[config.mk]
export PLATFORM = sky130hd
export DESIGN_NAME = swrx_receiver
export DESIGN_NICKNAME = d
export VERILOG_FILES = /design/src/rtl/swrx_pkg.sv /design/src/rtl/swrx_sync.sv /design/src/rtl/swrx_shreg.sv /design/src/rtl/swrx_receiver.sv
export SDC_FILE = /design/constraint.sdc
export NUM_CORES = 1
export LEC_CHECK = 0
export BUFFER_PORTS_ARGS = -buffer_cell sky130_fd_sc_hd__clkbuf_2
export CAP_MARGIN = 40
export CORE_UTILIZATION = 56
export DETAILED_ROUTE_END_ITERATION = 10
export PLACE_DENSITY = 0.77
export SYNTH_ARGS = -nofsm -noshare
export SYNTH_HDL_FRONTEND = slang
export SYNTH_SLANG_ARGS = --single-unit
[constraint.sdc]
create_clock -name clk -period 2.5 [get_ports clk]
set_input_delay 0.125 -clock clk [delete_from_list [all_inputs] [get_ports clk]]
set_output_delay 0.125 -clock clk [all_outputs]
set_load 0.01 [all_outputs]
[src/rtl/swrx_pkg.sv]
package swrx_pkg;

    typedef enum logic [1:0] {
        RX_IDLE   = 2'd0,
        RX_HUNT   = 2'd1,
        RX_SETTLE = 2'd2
    } rx_state_e;

    // keep a requested symbol count within [2, maxb]
    function automatic int unsigned clamp_bits(int unsigned req, int unsigned maxb);
        if (req < 2)    return 2;
        if (req > maxb) return maxb;
        return req;
    endfunction

endpackage

[src/rtl/swrx_sync.sv]
module swrx_sync #(
    parameter int STAGES = 2
) (
    input  logic clk,
    input  logic rst,
    input  logic raw_i,
    output logic level_o,
    output logic fall_o
);
    // pipe[STAGES-1:0] synchronize, pipe[STAGES] holds the prior level
    logic [STAGES:0] pipe;

    always_ff @(posedge clk) begin
        if (rst) pipe <= '1;
        else     pipe <= {pipe[STAGES-1:0], raw_i};
    end

    assign level_o = pipe[STAGES-1];
    assign fall_o  = pipe[STAGES] & ~pipe[STAGES-1];
endmodule

[src/rtl/swrx_shreg.sv]
module swrx_shreg #(
    parameter int DW = 32
) (
    input  logic          clk,
    input  logic          rst,
    input  logic          clr_i,
    input  logic          shift_i,
    input  logic          bit_i,
    output logic [DW-1:0] word_o
);
    always_ff @(posedge clk) begin
        if (rst || clr_i) word_o <= '0;
        else if (shift_i) word_o <= {word_o[DW-2:0], bit_i};
    end
endmodule

[src/rtl/swrx_receiver.sv]
module swrx_receiver
    import swrx_pkg::*;
#(
    parameter int MAX_BITS    = 33,
    parameter int SAMPLE_DLY  = 54,
    parameter int TIMEOUT_CYC = 216
) (
    input  logic                            clk,
    input  logic                            rst,
    input  logic                            line_i,
    input  logic                            arm_i,
    input  logic [$clog2(MAX_BITS+1)-1:0]   nbits_i,
    output logic [MAX_BITS-2:0]             data_o,
    output logic                            valid_o,
    output logic                            timeout_o
);
    localparam int DW   = MAX_BITS - 1;
    localparam int NW   = $clog2(MAX_BITS + 1);
    localparam int DLYW = $clog2(SAMPLE_DLY + 1);
    localparam int TOW  = $clog2(TIMEOUT_CYC + 1);
    localparam logic [DLYW-1:0] DLY_LAST = DLYW'(SAMPLE_DLY - 1);
    localparam logic [TOW-1:0]  TO_LAST  = TOW'(TIMEOUT_CYC - 1);

    rx_state_e       st;
    logic [NW-1:0]   need, got;
    logic [DLYW-1:0] dly;
    logic [TOW-1:0]  wdog;
    logic            level, fall;
    logic            busy, start, sample_now, last_sym;

    swrx_sync #(.STAGES(2)) u_sync (
        .clk     (clk),
        .rst     (rst),
        .raw_i   (line_i),
        .level_o (level),
        .fall_o  (fall)
    );

    assign busy       = (st != RX_IDLE);
    assign start      = (st == RX_IDLE) && arm_i;
    assign sample_now = (st == RX_SETTLE) && (dly == DLY_LAST);
    assign last_sym   = (got == need - 1'b1);

    swrx_shreg #(.DW(DW)) u_shreg (
        .clk     (clk),
        .rst     (rst),
        .clr_i   (start),
        .shift_i (sample_now && !last_sym),
        .bit_i   (level),
        .word_o  (data_o)
    );

    always_ff @(posedge clk) begin
        if (rst) begin
            st        <= RX_IDLE;
            need      <= '0;
            got       <= '0;
            dly       <= '0;
            wdog      <= '0;
            valid_o   <= 1'b0;
            timeout_o <= 1'b0;
        end else begin
            valid_o   <= 1'b0;
            timeout_o <= 1'b0;
            unique case (st)
                RX_IDLE: begin
                    if (arm_i) begin
                        st   <= RX_HUNT;
                        need <= NW'(clamp_bits(32'(nbits_i), MAX_BITS));
                        got  <= '0;
                        wdog <= '0;
                    end
                end
                RX_HUNT: begin
                    if (fall) begin
                        st   <= RX_SETTLE;
                        dly  <= '0;
                        wdog <= '0;
                    end else if (wdog == TO_LAST) begin
                        timeout_o <= 1'b1;
                        st        <= RX_IDLE;
                    end else begin
                        wdog <= wdog + 1'b1;
                    end
                end
                RX_SETTLE: begin
                    wdog <= wdog + 1'b1;
                    if (sample_now) begin
                        if (last_sym) begin
                            valid_o <= 1'b1;
                            st      <= RX_IDLE;
                        end else begin
                            got <= got + 1'b1;
                            st  <= RX_HUNT;
                        end
                    end else begin
                        dly <= dly + 1'b1;
                    end
                end
                default: st <= RX_IDLE;
            endcase
        end
    end
endmodule

==> metrics.md, run 1 <==
| Metric | Value |
|---|---|
| Initial core utilization | 0.588 |
| Remaining global-route overflow | 0 |
| Hold depth | 3 |
| Syn avg cell area | just under 9 um2 |
| Flop pwr share | 0.512 |
| Setup violations, final | 0 |
| CTS Buffer Depth | 2 |
| Area grow syn2layout | 14.2% |
| Die area | 5730 um2 |
| Multi-input logic area | 1610 um2 |
| Die Width | roughly 76 um |
| PD cells | around 600 nW/um2 |
| Launch point of the worst path | st[0] |
| Worst rel slew slack | 0.573 |
| CTS resizes | 0 |
| Critical path type | flop to flop |
| CTS sink cnt | 65 |
| Worst Path Required | ~2.7 ns |
| Area of the core | 5170 um2 |
| Post-synth cell types | 52 |
| Reg clk slew, reported paths | ~0.07 ns |
| Critical Path Fanout Max | 8 |
| IO Count | 44 |
| DR vias/cell | 5.43 |
| Leak | ~1.4 nW |
| Layout cells sized above 1 | 0.256 |
| Post-synthesis sequential area ratio | 0.428 |
| R2R Setup Slk | 0.42 ns |
| CP max stage delay | around 0.40 ns |
| FP Rows | 26 |
| Worst Setup EP | wdog[7] |
| R2r endpoint | wdog[7] |
| Setup bufs post-CTS | 0 |
| Mapped Area | approximately 3000 um2 |
| Slew @ Worst Pin | between 0.6 and 0.7 ns |
| DR vias | 2497 |
| Root Buffer | clkbuf_8 |
| Fin crit share | 0.830 |
| Final Skew | about 0.011 ns |
| Total GRT Usage | 0.210 |
| Sw power | ~0.00057 W |
| Final core utilization | 0.672 |
| Setup_tns | 0 ns |
| Storage element area | 1300 um2 |
| Max cap viols | 0 |
| Drt initial violations | 79 |
| Yosys warns | 0 |
| Post-synth top area share | 0.428 |
| Port-buffer cells | between 40 and 50 |
| Switching share of power | 0.272 |
| CP cell instances | inv_1, ha_1, nor2b_1, nor4b_1, and3_1, nand3_1, xor2_1, nor2_1 |
| Post-synth EDFFs | 0 |
| Number of detailed-route iterations in the first pass | 4 |
| Final WL | 5830 um |
| Clk pwr share | 0.371 |
| Nets | around 410 |
| Fill cells | 435 |
| Internal | about 0.0015 W |
| Count of state elements after synthesis | 65 |
| CTS tree | yes |
| Hold Path Class | input pin to flop |
| Gate power share | 0.117 |
| HPWL after DPL | roughly 3900 um |
| Crit start category | flop |
| Largest net degree at the start of global routing | 65 |
| Post-synth ARST share | 0 |
| DRT antenna net count | 0 |
| Peak supply drop | between 0.4 and 0.5 mV |
| Hold slack final | about 0.11 ns |
| CP max-delay cell | nor4b_1 |
| Setup crit end kind | flop |
| Total CTS buffers | 9 |
| Arr. time, crit path | 2.30 ns |
| Worst flop-to-flop path startpoint | st[0] |
| Clk_lat worst skew | ~0.35 ns |
| First-pass GRT wire length | between 8000 and 9000 um |
| Drc violations | 0 |
| Tmin final | between 2 and 2.5 ns |
| Synth area leaders | dfxtp_1 (43%), nand2_1 (5.7%), nand3_1 (5.1%), o21ai_2 (3.7%), ha_1 (3.7%) |
| Top cells by count, synth | dfxtp_1 (65), nand2_1 (46), nand3_1 (31) |
| Final RePlAce weighted congestion | 0.843 |
| Antenna cell count | 0 |
| Leading area contributor after synthesis | dfxtp_1 |
| RSZ-0062 raised after global routing | no |
| Run status | completed |
| Avg WL per Cell | 12.7 um |
| Initial antenna violation count | 0 |
| Die Ht | approximately 76 um |
| Main synth FF type | dfxtp_1 |
| Worst Reg2Reg Path Length in Cells | 8 |
| CTS H-Tree Depth | 3 |
| Synthesized instance count | 344 |
| Vias in the first global route | 1974 |
| Slew Viols, Final | 0 |
| Top-count cell post-synth | dfxtp_1 |
| FMAX | between 0.4 and 0.5 GHz |
| Final hold violation count | 0 |
| Synth Net Count | around 360 |
metal layers:
layer	track usage	wire, um	vias up
met5	0	0	-
met4	0.144	152	0
met3	0.0476	194	12
met2	0.318	2730	49
met1	0.267	2750	1153
li1	-	-	1283
metrics by stage:
step	std cells	power, W	instance area (um2)	setup WS (ns)
after floorplan	344	0.00128	3040	0.675
after global placement	444	0.00133	3290	0.508
after detailed placement	444	0.00133	3290	0.436
after CTS	460	0.00210	3470	0.417
after global routing	460	0.00218	3470	0.243
final	460	0.00209	3470	0.424
how the worst min path moves through the flow:
stage                           from        endpoint
final                     nbits_i[0]         need[0]
after global routing      nbits_i[5]         need[5]
after CTS                 nbits_i[0]         need[0]
after detailed placement      line_i  u_sync.pipe[0]
after global placement        line_i  u_sync.pipe[0]
after floorplan               line_i  u_sync.pipe[0]
cell families (layout without fill, tap and decap cells):
| group | after synthesis | in the layout | synth area share |
|---|---|---|---|
| muxes | 2 | 2 | 0.00658 |
| DFF | 65 | 65 | 0.428 |
| and+or+nand+nor | 157 | 157 | 0.273 |
| AOI/OAI and AO/OA | 68 | 68 | 0.160 |
| buffers and inverters | 26 | 72 | 0.0469 |
| xor gates and xnor gates | 17 | 17 | 0.0489 |
| adders and majority gates | 9 | 9 | 0.0370 |
flip-flops by register name, indices dropped and copies added, names as in the netlist:
name,flops
need,6
st,2
wdog,8
u_sync.pipe,3
u_shreg.word_o,32
valid_o,1
got,6
timeout_o,1
dly,6
power by group through the flow:
stage	Combinational (W)	Sequential (W)	Clock, W
detailed placement	0.000241	0.00109	0
finish	0.000245	0.00107	0.000774
floorplan	0.000190	0.00109	0
global route	0.000269	0.00107	0.000835
CTS	0.000244	0.00107	0.000789
global placement	0.000236	0.00109	0
final cells by class:
type                            instances  area share
Clock buffer                           10      0.0396
Clock inverter                          5     0.00936
Inverter                                8     0.00864
Multi-Input combinational cell        253       0.463
Sequential cell                        65       0.375
Tap cell                               70      0.0252
Timing Repair Buffer                   49      0.0792
cells in the final DEF, fill, tap and decap left out, drive strengths merged, types with 6 or more instances in the layout:
master / n
dfxtp: 65
clkbuf: 53
nand2: 48
nand3: 39
o21ai: 35
nor2: 28
a21oi: 12
xor2: 11
ha: 9
inv: 8
nand4: 7
xnor2: 6
nor3: 6
worst max-delay path, delay by kind of cell, from the launching register on:
kind	cells	cell delay, ns
simple gates	5	1.03
flops	1	0.36
fa+ha+maj	1	0.32
xor+xnor	1	0.16
buf+inv	1	0.09
what timing repair did:
item / in CTS / in global routing
hold buffers: 1 / 0
hold endpoints to repair: 1 / 0
setup endpoints to repair: 0 / 0
Power figures use the tool's default switching activity.
==> run 2, diff against run 1 <==
CORE_UTILIZATION = 51   (was 56)
PLACE_DENSITY = 0.74   (was 0.77)
clock period = 1.7 ns   (was 2.5 ns; I/O delays follow)
==> metrics.md, run 2 (same netlist as run 1, synthesis figures left out) <==
| Metric | Value |
|---|---|
| Crit start category | flop |
| Hold depth | 3 (unchanged) |
| Total GRT Usage | 0.235 (+0.0251) |
| Initial core utilization | 0.539 (-0.0489) |
| Run status | complete, but fails checks |
| Hold Path Class | input pin to flop |
| Nets | 441 (+8.9%) |
| Failing checks | setup timing |
| Worst rel slew slack | 0.722 (+0.149) |
| Fin crit share | 1.11 (+0.280) |
| Worst flop-to-flop path startpoint | need[2] |
| Critical Path Fanout Max | 30 (+22) |
| Setup crit end kind | flop |
| Largest net degree at the start of global routing | 50 (-23%) |
| Area grow syn2layout | 35.5% |
| Vias in the first global route | 2617 (+33%) |
| R2R Setup Slk | -0.19 ns (-0.61 ns) |
| CP max stage delay | 0.48 ns (+0.08 ns) |
| Layout cells sized above 1 | 0.426 (+0.170) |
| Hold slack final | 0.0702 ns (-0.0432 ns) |
| Max reg flops | 32 (unchanged) |
| First-pass GRT wire length | 11400 um (+29%) |
| Reg clk slew, reported paths | 0.08 ns (about the same) |
| Critical path type | flop to flop |
| Commonest non-fill, non-tap cells in the layout | dfxtp_1 (58), nand2_1 (44), clkbuf_2 (43) |
| Final RePlAce weighted congestion | 0.770 (-8.6%) |
| CTS H-Tree Depth | 3 (unchanged) |
| Total CTS buffers | 9 (unchanged) |
| Most flop-heavy register | u_shreg.word_o |
| Avg WL per Cell | 14.8 um (+17%) |
| Root Buffer | clkbuf_8 |
| Port-buffer cells | 43 (unchanged) |
| Die Ht | 79.2 um (+4.7%) |
| RSZ-0062 raised after global routing | yes |
| FP Rows | 27 (+3.8%) |
| Final Skew | 0.0139 ns (+0.00264 ns) |
| Final WL | 7400 um (+27%) |
| Hold_sp | nbits_i[5] |
| CTS sink cnt | 65 (unchanged) |
| Initial antenna violation count | 0 (unchanged) |
| CTS Buffer Depth | 2 (unchanged) |
| Drt initial violations | 130 (+65%) |
| HPWL after DPL | 4720 um (+20%) |
| CP max-delay cell | dfxtp_1 |
| Max cap viols | 0 (unchanged) |
| Pre-CTS setup slack | -0.231 ns (-0.667 ns) |
| Remaining global-route overflow | 0 (unchanged) |
| Worst Path Required | 1.98 ns (-0.75 ns) |
| Most common cell after layout, fill and taps aside | dfxtp_1 |
| Drc violations | 0 (unchanged) |
| Largest regs | u_shreg.word_o x32, wdog x8 |
| Worst Hold Path EP | need[5] |
| Slew @ Worst Pin | 0.416 ns (-0.223 ns) |
| CP cell instances | nor2_1, a21oi_1, nor4b_4, buf_4, a21oi_4, buf_12, nand3_1, o21ai_1 |
| FMAX | 0.530 GHz (+9.9%) |
| Die Width | 79.2 um (+4.7%) |
| DRT antenna net count | 0 (unchanged) |
| Final hold violation count | 0 (unchanged) |
| CTS tree | yes |
| Setup violations, final | 41 (+41) |
| Clk_lat worst skew | 0.35 ns (about the same) |
| Slew Viols, Final | 0 (unchanged) |
| DR vias/cell | 5.49 (+1.1%) |
| Die area | 6280 um2 (+9.5%) |
| DR vias | 2739 (+9.7%) |
| Area of the core | 5640 um2 (+9.1%) |
| Tmin final | 1.89 ns (-0.187 ns) |
| Arr. time, crit path | 2.16 ns (-0.14 ns) |
| Antenna cell count | 0 (unchanged) |
| Worst Reg2Reg Path Length in Cells | 8 (unchanged) |
| Leak | 1.63 nW (+20%) |
| Peak supply drop | 0.510 mV (+13%) |
| IO Count | 44 (unchanged) |
| Final WS setup | -0.188 ns (-0.613 ns) |
| Number of detailed-route iterations in the first pass | 4 (unchanged) |
| PD cells | 862 nW/um2 (+43%) |
| R2r endpoint | u_shreg.word_o[30] |
==> run 2: per-layer routing <==
layer / routed length (um) / share of wire / global-route usage
met5: 0 / 0 / 0
met4: 260 / 0.035 / 0.133
met3: 235 / 0.032 / 0.0471
met2: 3710 / 0.50 / 0.398
met1: 3190 / 0.43 / 0.276
==> run 2: final cells by class <==
| cell class | instances | area, um2 |
|---|---|---|
| Clock buffer | 9 | 124 |
| Clock inverter | 7 | 77.6 |
| Fill cell | 401 | 1520 |
| Inverter | 8 | 35.0 |
| Multi-Input combinational cell | 254 | 1880 |
| Sequential cell | 65 | 1310 |
| Tap cell | 72 | 90.1 |
| Timing Repair Buffer | 84 | 607 |
==> run 2: worst max-delay path: cells and delay by family, from the launching register on <==
kind,cells,cell delay [ns]
AND/OR/NAND/NOR,3,0.32
AO/OA/AOI/OAI,3,0.61
buffers and inverters,2,0.38
flip-flops,1,0.48
==> run 2: worst max-delay path by stage <==
stage / start / slack (ns) / endpoint
after detailed placement: need[1] / -0.23 / u_shreg.word_o[2]
after global placement: need[1] / -0.13 / got[3]
after floorplan: need[0] / -0.09 / u_shreg.word_o[11]
after global routing: need[2] / -0.30 / u_shreg.word_o[5]
after CTS: need[0] / -0.19 / u_shreg.word_o[30]
final: need[2] / -0.19 / u_shreg.word_o[30]
==> run 2: metrics by stage <==
step	utilization	cells	TNS, ns	area (um2)	total power, W
4_1_cts	0.692	494	-7.04	3910	0.00344
6_report	0.731	499	-5.91	4120	0.00355
5_1_grt	0.731	499	-9.97	4120	0.00367
3_5_place_dp	0.641	472	-8.57	3610	0.00207
2_1_floorplan	-	344	-2.86	3130	0.00191
3_3_place_gp	0.641	472	-4.52	3610	0.00205
==> run 2: report_power, final <==
part	total, W	internal, W	switching, W
sequential	0.00157	0.00155	0.0000223
clock	0.00135	0.000692	0.000661
combinational	0.000630	0.000293	0.000337
total	0.00355	0.00253	0.00102
==> run 2: timing repair <==
action	in CTS	in global routing
hold endpoints to repair	1	0
endpoints found under the setup margin	53	54
hold buffers	1	0
gates cloned	1	0
buffers inserted	4	5
resized for setup	11	39
pin swaps	20	14
==> run 3, diff against run 2 <==
CORE_UTILIZATION = 56   (was 51)
PLACE_DENSITY = 0.77   (was 0.74)
TNS_END_PERCENT = 20   (was not set)
clock period = 2.24 ns   (was 1.7 ns; I/O delays follow)
==> metrics.md, run 3 (same netlist as run 1, synthesis figures left out) <==
| Metric | Value |
|---|---|
| Area of the core | 5170 um2 (-8.3%) |
| Total GRT Usage | 0.216 (-0.0191) |
| Max cap viols | 0 (unchanged) |
| Hold Path Class | input pin to flop |
| Clk_lat worst skew | 0.34 ns (about the same) |
| Die Ht | 75.7 um (-4.5%) |
| RSZ-0062 raised after global routing | no |
| Tmin final | 2.03 ns (+0.141 ns) |
| CTS sink cnt | 65 (unchanged) |
| Cell Count, Final, Fillers Out | 464 (-7.0%) |
| Final WL | 5700 um (-23%) |
| Worst Setup EP | u_shreg.word_o[16] |
| Area grow syn2layout | 17.6% |
| Most common cell after layout, fill and taps aside | dfxtp_1 |
| Antenna cell count | 0 (unchanged) |
| Critical Path Fanout Max | 8 (-73%) |
| Run status | completed |
| Peak supply drop | 0.434 mV (-15%) |
| Drc violations | 0 (unchanged) |
| Fin crit share | 0.906 (-0.205) |
| Final Skew | 0.00669 ns (-0.00725 ns) |
| Largest regs | u_shreg.word_o x32, wdog x8 |
| Setup crit end kind | flop |
| Number of detailed-route iterations in the first pass | 4 (unchanged) |
| FP Rows | 26 (-3.7%) |
| CTS tree | yes |
| Reg clk slew, reported paths | 0.07 ns (about the same) |
| Root Buffer | clkbuf_8 |
| Avg WL per Cell | 12.3 um (-17%) |
| Leak | 1.40 nW (-14%) |
| Vias in the first global route | 2163 (-17%) |
| Arr. time, crit path | 2.31 ns (+0.15 ns) |
| PD cells | 723 nW/um2 (-16%) |
| HPWL after DPL | 4190 um (-11%) |
| Power, Total | 0.00259 W (-27%) |
| Worst flop-to-flop path startpoint | need[0] |
| Port-buffer cells | 43 (unchanged) |
| IO Count | 44 (unchanged) |
| Slew @ Worst Pin | 0.465 ns (+0.0481 ns) |
| FMAX | 0.493 GHz (-7.0%) |
| Critical path type | flop to flop |
| Setup violations, final | 0 (-100%) |
| Worst rel slew slack | 0.690 (-0.0321) |
| R2r endpoint | u_shreg.word_o[16] |
| First-pass GRT wire length | 9380 um (-18%) |
| Drt initial violations | 96 (-26%) |
| Initial core utilization | 0.588 (+0.0489) |
| Total CTS buffers | 9 (unchanged) |
| Worst Reg2Reg Path Length in Cells | 9 (+1) |
| CTS resizes | 0 (-11) |
| CTS H-Tree Depth | 3 (unchanged) |
| Dpl cells | 447 (-5.3%) |
| Die Width | 75.7 um (-4.5%) |
| CTS Buffer Depth | 2 (unchanged) |
| Setup_tns | 0 ns (+5.91 ns) |
| Slew Viols, Final | 0 (unchanged) |
| DRT antenna net count | 0 (unchanged) |
| Nets | 408 (-7.5%) |
| Final hold violation count | 0 (unchanged) |
| DR vias | 2453 (-10%) |
| R2R Setup Slk | 0.21 ns (+0.40 ns) |
| Worst Path Required | 2.52 ns (+0.54 ns) |
| Remaining global-route overflow | 0 (unchanged) |
| DR vias/cell | 5.29 (-3.7%) |
| Initial antenna violation count | 0 (unchanged) |
| Commonest non-fill, non-tap cells in the layout | dfxtp_1 (65), nand2_1 (46), clkbuf_2 (43) |
| Most flop-heavy register | u_shreg.word_o |
| Max reg flops | 32 (unchanged) |
| Launch point of the worst path | need[0] |
| Layout cells sized above 1 | 0.264 (-0.162) |
| Final RePlAce weighted congestion | 0.833 (+8.2%) |
| Die area | 5730 um2 (-8.7%) |
| Crit start category | flop |
| Largest net degree at the start of global routing | 65 (+30%) |
run 3: cell types whose count changed in the layout (fill, tap and decap cells not counted), moves of 4 or more:
cell,previous run,this run
dfxtp_2,6,0
nor3_1,1,5
ha_1,3,9
buf_6,5,0
nand3_2,17,8
nand3_1,22,31
buf_4,30,5
dfxtp_1,58,65
inv_1,4,8
ha_4,4,0
run 3: repair_timing:
item	CTS	global route
setup endpoints to repair	0	0
setup buffers	0	0
hold endpoints to repair	1	0
hold buffers	1	0
run 3: per-layer routing:
layer,vias to the layer above,global-route usage,part of all wire
met2,47,0.339,0.46
met5,-,0,0
met3,15,0.0397,0.035
met4,0,0.117,0.027
met1,1099,0.282,0.47
li1,1292,-,-
run 3: cell type report:
| type | count | area [um2] |
|---|---|---|
| Clock buffer | 10 | 138 |
| Fill cell | 429 | 1590 |
| Inverter | 8 | 30.0 |
| Multi-Input combinational cell | 253 | 1610 |
| Tap cell | 70 | 87.6 |
| Sequential cell | 65 | 1300 |
| Clock inverter | 6 | 90.1 |
| Timing Repair Buffer | 52 | 323 |
run 3: power by group:
group	internal (W)	total, W	leakage (nW)	switching [W]
clock network	0.000660	0.00111	0.113	0.000454
registers	0.00117	0.00119	0.525	0.0000196
logic	0.000108	0.000280	0.759	0.000172
total	0.00194	0.00259	1.40	0.000646
run 3: worst min path at each step:
| stage | to | slack (ns) | depth (start not counted) | startpoint |
|---|---|---|---|---|
| CTS | need[5] | 0.11 | 3 | arm_i |
| detailed placement | u_sync.pipe[0] | 0.30 | 2 | line_i |
| global placement | u_sync.pipe[0] | 0.30 | 2 | line_i |
| finish | need[5] | 0.12 | 3 | nbits_i[5] |
| global route | need[5] | 0.13 | 3 | arm_i |
| floorplan | u_sync.pipe[0] | 0.22 | 1 | line_i |
run 3: metrics by stage:
step | area, um2 | hold slack, ns | setup slack, ns | util
2_1_floorplan | 3040 | 0.216 | 0.415 | -
3_3_place_gp | 3340 | 0.297 | 0.292 | 0.646
3_5_place_dp | 3340 | 0.299 | 0.209 | 0.646
4_1_cts | 3580 | 0.108 | 0.190 | 0.692
5_1_grt | 3580 | 0.130 | 0.0684 | 0.692
6_report | 3580 | 0.121 | 0.210 | 0.692
run 3: worst max-delay path, stage by stage, from the launching register on:
cell,delay (ns)
dfxtp_1,0.40
inv_1,0.08
ha_1,0.24
nand2b_1,0.18
a21oi_1,0.20
o31ai_2,0.12
a21oi_4,0.33
buf_4,0.26
nand3_2,0.09
o21ai_2,0.06
